File: config.mk
export PLATFORM = sky130hd
export DESIGN_NAME = mulpipe_top
export DESIGN_NICKNAME = d
export VERILOG_FILES = /design/src/rtl/mulpipe_pkg.sv /design/src/rtl/mulpipe_stage.sv /design/src/rtl/mulpipe_lsb_stair.sv /design/src/rtl/mulpipe_top.sv
export SDC_FILE = /design/constraint.sdc
export NUM_CORES = 1
export LEC_CHECK = 0
export BUFFER_PORTS_ARGS = -buffer_cell sky130_fd_sc_hd__buf_2
export CAP_MARGIN = 40
export CORE_AREA = 2 2 254 282
export DETAILED_ROUTE_END_ITERATION = 10
export DIE_AREA = 0 0 256 284
export REMOVE_ABC_BUFFERS = 1
export SKIP_CTS_REPAIR_TIMING = 1
export SLEW_MARGIN = 20
export SYNTH_ARGS = -nofsm -noshare
export SYNTH_HDL_FRONTEND = slang
export SYNTH_SLANG_ARGS = --single-unit
File: constraint.sdc
create_clock -name clk -period 0.8 [get_ports clk]
set_input_delay 0.04 -clock clk [delete_from_list [all_inputs] [get_ports clk]]
set_output_delay 0.04 -clock clk [all_outputs]
set_load 0.05 [all_outputs]
File: src/rtl/mulpipe_pkg.sv
package mulpipe_pkg;

  typedef enum logic [1:0] {
    OUT_FULL = 2'd0,
    OUT_HIGH = 2'd1,
    OUT_LOW  = 2'd2
  } out_mode_e;

  // Width of the product port for a given output selection.
  function automatic int out_w(out_mode_e m, int aw, int bw);
    case (m)
      OUT_FULL: return aw + bw;
      OUT_HIGH: return aw;
      default:  return bw;
    endcase
  endfunction

  // Width of the right-aligned partial sum entering stage k.
  // The low mode keeps only the bits that can still reach the low half.
  function automatic int acc_w(out_mode_e m, int aw, int bw, int k);
    int r;
    if (m != OUT_LOW) return aw;
    r = bw - 2 * k;
    if (r > aw) r = aw;
    if (r < 1)  r = 1;
    return r;
  endfunction

endpackage

File: src/rtl/mulpipe_stage.sv
module mulpipe_stage #(
  parameter int A_W      = 16,
  parameter int B_IN_W   = 16,
  parameter int ACC_IN_W = 16,
  parameter int ACC_OUT_W = 16
) (
  input  logic                 clk,
  input  logic                 rst_n,
  input  logic                 vld_i,
  input  logic [A_W-1:0]       a_i,
  input  logic [B_IN_W-1:0]    b_i,
  input  logic [ACC_IN_W-1:0]  acc_i,
  output logic                 vld_o,
  output logic [A_W-1:0]       a_o,
  output logic [((B_IN_W > 2) ? B_IN_W - 2 : 1)-1:0] b_o,
  output logic [ACC_OUT_W-1:0] acc_o,
  output logic [1:0]           lo_o
);

  localparam int SUM_W = ACC_OUT_W + 2;
  localparam int B_OUT_W = (B_IN_W > 2) ? B_IN_W - 2 : 1;

  logic [SUM_W-1:0] acc_ext;
  logic [SUM_W-1:0] pp_even;
  logic [SUM_W-1:0] pp_odd;
  logic [SUM_W-1:0] sum_d;

  logic             vld_q, vld_d;
  logic [A_W-1:0]   a_q, a_d;
  logic [ACC_OUT_W-1:0] acc_q, acc_d;
  logic [1:0]       lo_q, lo_d;

  // Two AND-gated partial products folded into one adder input each.
  always_comb begin
    acc_ext = SUM_W'(acc_i);
    pp_even = SUM_W'(a_i) & {SUM_W{b_i[0]}};
    pp_odd  = SUM_W'({a_i, 1'b0}) & {SUM_W{b_i[1]}};
    sum_d   = acc_ext + pp_even + pp_odd;
  end

  // Next-state with the valid strobe as clock enable.
  always_comb begin
    vld_d = vld_i;
    a_d   = a_q;
    acc_d = acc_q;
    lo_d  = lo_q;
    if (vld_i) begin
      a_d   = a_i;
      acc_d = sum_d[SUM_W-1:2];
      lo_d  = sum_d[1:0];
    end
  end

  always_ff @(posedge clk or negedge rst_n) begin
    if (!rst_n) vld_q <= 1'b0;
    else        vld_q <= vld_d;
  end

  always_ff @(posedge clk) begin
    a_q   <= a_d;
    acc_q <= acc_d;
    lo_q  <= lo_d;
  end

  // Unused B bits travel on, two fewer per stage.
  generate
    if (B_IN_W > 2) begin : g_bfwd
      logic [B_OUT_W-1:0] b_q, b_d;
      always_comb begin
        b_d = b_q;
        if (vld_i) b_d = b_i[B_IN_W-1:2];
      end
      always_ff @(posedge clk) b_q <= b_d;
      assign b_o = b_q;
    end else begin : g_bend
      assign b_o = '0;
    end
  endgenerate

  assign vld_o = vld_q;
  assign a_o   = a_q;
  assign acc_o = acc_q;
  assign lo_o  = lo_q;

  AST_IDLE_PAIR_PASS: assert property (@(posedge clk) disable iff (!rst_n)
    (vld_i && b_i[1:0] == 2'b00) |=> (lo_o == $past(acc_ext[1:0])))
    else $error("stage with zero B pair altered the completed bits");

endmodule

File: src/rtl/mulpipe_lsb_stair.sv
module mulpipe_lsb_stair #(
  parameter int STAGES = 8
) (
  input  logic                    clk,
  input  logic [STAGES-1:0]       vld_i,
  input  logic [STAGES-1:0][1:0]  lo_i,
  output logic [2*STAGES-1:0]     lo_o
);

  // Step j holds 2*(j+1) completed bits, aligned with the output of stage j+1.
  generate
    for (genvar j = 0; j < STAGES - 1; j++) begin : g_st
      logic [2*(j+1)-1:0] bun;
      logic [2*(j+1)-1:0] q, d;
      if (j == 0) begin : g_first
        assign bun = lo_i[0];
      end else begin : g_next
        assign bun = {lo_i[j], g_st[j-1].q};
      end
      always_comb begin
        d = q;
        if (vld_i[j]) d = bun;
      end
      always_ff @(posedge clk) q <= d;
    end
  endgenerate

  assign lo_o = {lo_i[STAGES-1], g_st[STAGES-2].q};

endmodule

File: src/rtl/mulpipe_top.sv
module mulpipe_top #(
  parameter int A_W = 16,
  parameter int B_W = 16,
  parameter mulpipe_pkg::out_mode_e MODE = mulpipe_pkg::OUT_FULL
) (
  input  logic           clk,
  input  logic           rst_n,
  input  logic           in_vld,
  input  logic [A_W-1:0] op_a,
  input  logic [B_W-1:0] op_b,
  output logic           out_vld,
  output logic [mulpipe_pkg::out_w(MODE, A_W, B_W)-1:0] prod
);

  import mulpipe_pkg::*;

  localparam int STAGES = B_W / 2;
  localparam int P_W    = out_w(MODE, A_W, B_W);
  localparam int LAST_W = acc_w(MODE, A_W, B_W, STAGES);
  localparam int CNT_W  = $clog2(STAGES + 2);

  // Reset: asserted at once, released on the clock.
  logic [1:0] rst_sync_q;
  logic       rst_sync_n;

  always_ff @(posedge clk or negedge rst_n) begin
    if (!rst_n) rst_sync_q <= 2'b00;
    else        rst_sync_q <= {rst_sync_q[0], 1'b1};
  end
  assign rst_sync_n = rst_sync_q[1];

  logic [STAGES-1:0]      vld_all;
  logic [STAGES-1:0][1:0] lo_all;

  generate
    for (genvar k = 0; k < STAGES; k++) begin : g_stage
      localparam int BI_W  = B_W - 2 * k;
      localparam int BO_W  = (BI_W > 2) ? BI_W - 2 : 1;
      localparam int ACI_W = acc_w(MODE, A_W, B_W, k);
      localparam int ACO_W = acc_w(MODE, A_W, B_W, k + 1);

      logic             vld_in;
      logic [A_W-1:0]   a_in;
      logic [BI_W-1:0]  b_in;
      logic [ACI_W-1:0] acc_in;
      logic             vld;
      logic [A_W-1:0]   a;
      logic [BO_W-1:0]  b;
      logic [ACO_W-1:0] acc;
      logic [1:0]       lo;

      if (k == 0) begin : g_head
        assign vld_in = in_vld;
        assign a_in   = op_a;
        assign b_in   = op_b;
        assign acc_in = '0;
      end else begin : g_link
        assign vld_in = g_stage[k-1].vld;
        assign a_in   = g_stage[k-1].a;
        assign b_in   = g_stage[k-1].b;
        assign acc_in = g_stage[k-1].acc;
      end

      mulpipe_stage #(
        .A_W      (A_W),
        .B_IN_W   (BI_W),
        .ACC_IN_W (ACI_W),
        .ACC_OUT_W(ACO_W)
      ) stage_i (
        .clk  (clk),
        .rst_n(rst_sync_n),
        .vld_i(vld_in),
        .a_i  (a_in),
        .b_i  (b_in),
        .acc_i(acc_in),
        .vld_o(vld),
        .a_o  (a),
        .b_o  (b),
        .acc_o(acc),
        .lo_o (lo)
      );

      assign vld_all[k] = vld;
      assign lo_all[k]  = lo;
    end
  endgenerate

  logic [LAST_W-1:0] acc_last;
  assign acc_last = g_stage[STAGES-1].acc;

  generate
    if (MODE == OUT_HIGH) begin : g_out_high
      assign prod = P_W'(acc_last);
    end else begin : g_out_low_bits
      logic [B_W-1:0] low_bits;
      mulpipe_lsb_stair #(.STAGES(STAGES)) stair_i (
        .clk  (clk),
        .vld_i(vld_all),
        .lo_i (lo_all),
        .lo_o (low_bits)
      );
      if (MODE == OUT_FULL) begin : g_full
        assign prod = {acc_last, low_bits};
      end else begin : g_low
        assign prod = low_bits;
      end
    end
  endgenerate

  assign out_vld = vld_all[STAGES-1];

  // In-flight bookkeeping and zero-operand tags that feed the assertions.
  logic [CNT_W-1:0]  infl_q, infl_d;
  logic [STAGES-1:0] zero_q, zero_d;

  always_comb begin
    infl_d = infl_q + CNT_W'(in_vld) - CNT_W'(out_vld);
    zero_d = {zero_q[STAGES-2:0], in_vld && (op_a == '0 || op_b == '0)};
  end

  always_ff @(posedge clk or negedge rst_sync_n) begin
    if (!rst_sync_n) begin
      infl_q <= '0;
      zero_q <= '0;
    end else begin
      infl_q <= infl_d;
      zero_q <= zero_d;
    end
  end

  AST_RESET_IDLE: assert property (@(posedge clk)
    !rst_sync_n |-> !out_vld)
    else $error("result valid during reset");

  AST_INFLIGHT_BOUND: assert property (@(posedge clk) disable iff (!rst_sync_n)
    infl_q <= CNT_W'(STAGES))
    else $error("more items in flight than stages");

  AST_NO_PHANTOM_VALID: assert property (@(posedge clk) disable iff (!rst_sync_n)
    (infl_q == '0) |-> !out_vld)
    else $error("valid with nothing in flight");

  AST_ZERO_PRODUCT: assert property (@(posedge clk) disable iff (!rst_sync_n)
    (out_vld && zero_q[STAGES-1]) |-> (prod == '0))
    else $error("zero operand gave nonzero product");

endmodule

### Word-level counts from Yosys, hierarchy flattened

Index checks and enable logic that the tools add are counted.

* output and inout bits: 33
* word-level logic and storage cells: 77
* input bits: 35
* flip-flop bits (word level): 378

* $add $sub $neg: 15
* bitwise gates (word level): 16

Operators by type and width (count)
* 18-bit adder: 8
* 16-bit by 18-bit bitwise AND with 18-bit output: 8
* 17-bit by 18-bit bitwise AND with 18-bit output: 8
* 16-bit by 18-bit adder with 18-bit output: 7

### Depth between registers and ports, before layout

* depth in word-level cells: 3
* depth in mapped cells: 13
* depth with buffers taken out: 12

### By module

From an unflattened synthesis, not the netlist that was laid out.

* cells, all modules: 1633
* area, all modules: 22136.2 um^2

By module, submodules not included
* mulpipe_stage at g_stage[0].stage_i: area an instance 2778.9 um^2, cells each 207, seq. area each 1466.4 um^2, instances 1
* mulpipe_stage at g_stage[1].stage_i: area an instance 2718.9 um^2, cells each 205, seq. area each 1406.3 um^2, instances 1
* mulpipe_stage at g_stage[2].stage_i: area an instance 2658.8 um^2, cells each 203, seq. area each 1346.3 um^2, instances 1
* mulpipe_stage at g_stage[3].stage_i: area an instance 2547.4 um^2, cells each 188, seq. area each 1286.2 um^2, instances 1
* mulpipe_stage at g_stage[4].stage_i: area an instance 2501.1 um^2, cells each 191, seq. area each 1226.2 um^2, instances 1
* mulpipe_stage at g_stage[5].stage_i: area an instance 2441.1 um^2, cells each 189, seq. area each 1166.1 um^2, instances 1
* mulpipe_stage at g_stage[6].stage_i: area an instance 2392.3 um^2, cells each 194, seq. area each 1106.1 um^2, instances 1
* mulpipe_stage at g_stage[7].stage_i: area an instance 2343.5 um^2, cells each 194, seq. area each 1046.0 um^2, instances 1
* mulpipe_lsb_stair: area an instance 1696.6 um^2, cells each 58, seq. area each 1681.6 um^2, instances 1
* mulpipe_top: area an instance 57.6 um^2, cells each 4, seq. area each 50.0 um^2, instances 1

### Worst setup path before layout

Ideal clock, no wire load.

* path type: reg-to-reg
* start point: register g_stage[0].stage_i.g_bfwd.b_q[0]
* end point: register g_stage[1].stage_i.acc_q[15], data pin
* stages on the path, launching flop included: 14
* buffers on the path: 1
* setup time: 0.261 ns
* path slack: -2.659 ns
* data required time: 0.539 ns
* clock period less this slack: 3.459 ns
* arrival: 3.198 ns
* cell sequence: edfxtp_1 clkbuf_1 nand2_1 fa_1 inv_1 ha_1 fa_1 a21oi_1 nor2b_1 o31a_1 o41a_1 a21oi_1 nand2b_1 a221o_1

* longest elaborated chain between the ends: 3

Ends and longest elaborated chain
* start, declared: RTL line mulpipe_stage.sv:68 `logic [B_OUT_W-1:0] b_q, b_d;`
* start signal, assigned: RTL line mulpipe_stage.sv:73 `always_ff @(posedge clk) b_q <= b_d;`
* 16-bit by 18-bit bitwise AND with 18-bit output: RTL line mulpipe_stage.sv:36 `pp_even = SUM_W'(a_i) & {SUM_W{b_i[0]}};`
* 16-bit by 18-bit adder with 18-bit output: RTL line mulpipe_stage.sv:38 `sum_d = acc_ext + pp_even + pp_odd;`
* 18-bit adder: RTL line mulpipe_stage.sv:38
* via g_stage[1].stage_i.sum_d[17]: RTL line mulpipe_stage.sv:26 `logic [SUM_W-1:0] sum_d;`
* end signal, assigned: RTL line mulpipe_stage.sv:61 `acc_q <= acc_d;`
* end, declared: RTL line mulpipe_stage.sv:30 `logic [ACC_OUT_W-1:0] acc_q, acc_d;`

The timed path passes the listed nets, and every way through them passes these cells.
A chain may end at the register's enable or synchronous reset.

### Worst setup path in the final report

Same ends and word-level chain as after synthesis.

==> flow_summary.toml <==
[grt]
antenna_found_initial = 0
grt_max_degree = 50
grt_pass1_wl_um = 61400
grt_util_all_layers_pct = 10.1
grt_overflow = 0
grt_pass1_vias = 13900

[outcome]
outcome = "complete, but fails checks"
violations = "hold timing, setup timing"

[placed_design]
gp_congestion = 0.835
numPortBuffers = 67
place_area_sq_um = 25600
place_hpwl_um = 28800

[clocking]
path_clk_slew_ns = 0.06
numCtsBuffers = 44
h-tree-depth = 2
clk_path_buf_depth = 3
root_buffer = "clkbuf_16"
clk_latency_ns = 0.58
clock-sinks = 378
cts_tree = "yes"

[timing]
rsz0062_at_grt = "true"
finalCritPeriodShare_pct = 413
hold_violations = 1
finalSetupTns_ns = -303.26
fmax_ghz = 0.303
maxSlewViolCount = 0
tightestPinTransition_ns = 0.491
relSlewSlack_pct = 66.4
skew_ns = 0.0253
fin_ws_ns = -2.51
hold_ws_ns = -0.0708
min_period_ns = 3.31
finalSetupViolCount = 528

[flow_run]
max_cap_viol_count = 0

[detailed_routing]
wl_per_cell_um = 13.6
drc = 0
route.final.wire_length_um = 43300
avgViaCountPerCell = 4.33
firstDrtPassIters = 4
ant_nets = 0
drtIter0Drc = 483
vias = 13800

[power]
ir_worst_vdd_mv = 1.57
p_leak_nw = 12.8
pwr_density_cell_nw_per_um2 = 3350
power_mw = 103

[logic_synthesis]
ys_seq_area_share_pct = 54.4
synth_area_leader_cell = "edfxtp_1"
synth_area_leaders = "edfxtp_1 53%, fa_1 11%, ha_1 8.1%, and2_1 6.7%, xnor2_1 2.8%"
synth_edf_count = 368
avgSynthCellArea_sq_um = 13.3
async_flop_share_pct = 2.65
synth_top_area_share_pct = 53.2
synth_cells = 1561
yosys_warnings = 0
synth_seq_cells = 378
synth_ff_type = "edfxtp_1"
syn-cell-area_sq_um = 20800
yosysUniqueCellTypes = 63

[floorplan]
start_util_pct = 29.8
boundaryPins = 68
die_w_um = 256
num_rows = 102
die_area_sq_um = 72700
core_sq_um = 69800
dieHeight_um = 284

[critical_path]
arrival_ns = 3.63
start_kind = "flip-flop"
cp_max_fo = 6
path_class = "reg2reg"
cp.required_ns = 1.13
end_kind = "flip-flop"

[min_path]
hold_class = "in2reg"

[final_layout]
synthToLayoutAreaGrowth_pct = 47.6
diodes = 0
final_cell_area_sq_um = 30700
fin_nets = 2491
drive_gt1_share_pct = 41.9
utilization_pct = 43.9
-- stage by stage --
step | setup WS, ns | cells
floorplan | -2.66 | 1536
global placement | -2.73 | 2975
detailed placement | -2.79 | 2975
CTS | -2.79 | 3056
global route | -2.64 | 3180
finish | -2.51 | 3180
-- registers in the layout, summed over array words and instances (netlist names) --
register,flops
g_out_low_bits.stair_i.g_st.q,56
g_stage.stage_i.a_o,112
g_stage.stage_i.acc_o,128
g_stage.stage_i.b_o,56
g_stage.stage_i.lo_o,16
g_stage.stage_i.vld_o,8
rst_sync_q,2
-- report_power, final --
group | leakage (nW) | internal, mW | switching [mW]
clock | 0.746 | 13.3 | 7.98
combinational | 8.29 | 27.6 | 23.9
sequential | 3.72 | 28.1 | 1.89
total | 12.8 | 68.9 | 33.8
-- cell type report --
type	count	area (sq um)
clock buffers	55	1160
clock inverters	26	384
fillers	6226	39100
inverters	95	357
multi-input cells	1063	10700
flip-flops and latches	378	11300
well taps	936	1170
repair buffers	627	5590
-- cells in the mapped netlist (2+ instances only) --
cell type,instances
nand2b_1,11
a41o_1,2
o31ai_1,3
nand3_1,7
a221o_1,2
a21boi_0,5
xor2_1,26
nor3_1,17
or3_1,3
o21a_1,13
a311oi_1,5
o21ai_0,42
nand4_1,12
nand4b_1,2
o221ai_1,2
xnor2_1,66
a21o_1,41
o211ai_1,12
or4_1,3
inv_1,95
nor4_1,7
a221oi_1,2
dfrtp_1,10
nor2_1,59
o21bai_1,20
nor2b_1,13
and4_1,2
mux2i_1,2
nand2_1,67
fa_1,113
edfxtp_1,368
nor3b_1,2
a21oi_1,93
ha_1,134
buf_4,2
and3_1,7
a211oi_1,8
and2_1,221
clkbuf_1,23
a31oi_1,16
-- layout by cell type, fill, tap and decap left out, drive strengths merged, types with 9 or more instances in the layout --
master,n
o21a,13
nand4,12
dfrtp,10
edfxtp,368
a31oi,16
nor3,17
buf,577
fa,113
nand2b,11
inv,99
o211ai,13
a21oi,93
o21bai,20
a211oi,9
xor2,26
and2,221
xnor2,66
bufinv,9
ha,134
dlygate4sd3,34
clkinv,10
nor2,59
nor2b,13
o21ai,42
a21o,41
nand2,67
clkbuf,71
-- layer usage --
layer / share of wire (%) / global-route usage [%]
met1: 36 / 10.0
met2: 59 / 20.3
met5: 0 / 0
met3: 2.5 / 1.68
met4: 2.8 / 4.15
-- worst max-delay path, stage by stage (launching register included) --
cell and delay, ns:
edfxtp_1 0.41, buf_4 0.17, and2_1 0.14, fa_2 0.47
fa_2 0.37, a21oi_2 0.12, nor2b_1 0.06, o31a_1 0.27
o41a_1 0.43, a21oi_2 0.17, nand2b_1 0.12, a221o_1 0.31
-- cell families (layout without fill, tap and decap cells) --
| kind of cell | after synthesis | after routing | synth area share, % |
|---|---|---|---|
| AOI/OAI and AO/OA | 284 | 284 | 8.86 |
| xor gates and xnor gates | 92 | 92 | 3.88 |
| adders and majority gates | 247 | 247 | 19.0 |
| buffers and inverters | 120 | 803 | 2.20 |
| DFF | 378 | 378 | 54.4 |
| muxes | 2 | 2 | 0.0963 |
| other | 1 | 1 | 0.0180 |
| and+or+nand+nor | 437 | 437 | 11.6 |
-- path summary, 6_finish.rpt --
| check | start | end | slack [ns] | cells after the start |
|---|---|---|---|---|
| max | g_stage[0].stage_i.b_o[0] | g_stage[1].stage_i.acc_o[15] | -2.51 | 11 |
| min | op_b[1] | g_stage[0].stage_i.lo_o[1] | -0.07 | 3 |
| max reg2reg | g_stage[0].stage_i.b_o[0] | g_stage[1].stage_i.acc_o[15] | -2.51 | 11 |
| min reg2reg | rst_sync_q[1] | g_stage[1].stage_i.vld_o | 0.15 | 1 |
| max in group asynchronous | rst_n | rst_sync_q[0] | 0.36 | 3 |
| min in group asynchronous | rst_sync_q[1] | g_stage[1].stage_i.vld_o | 0.15 | 1 |
Power figures use the tool's default switching activity.
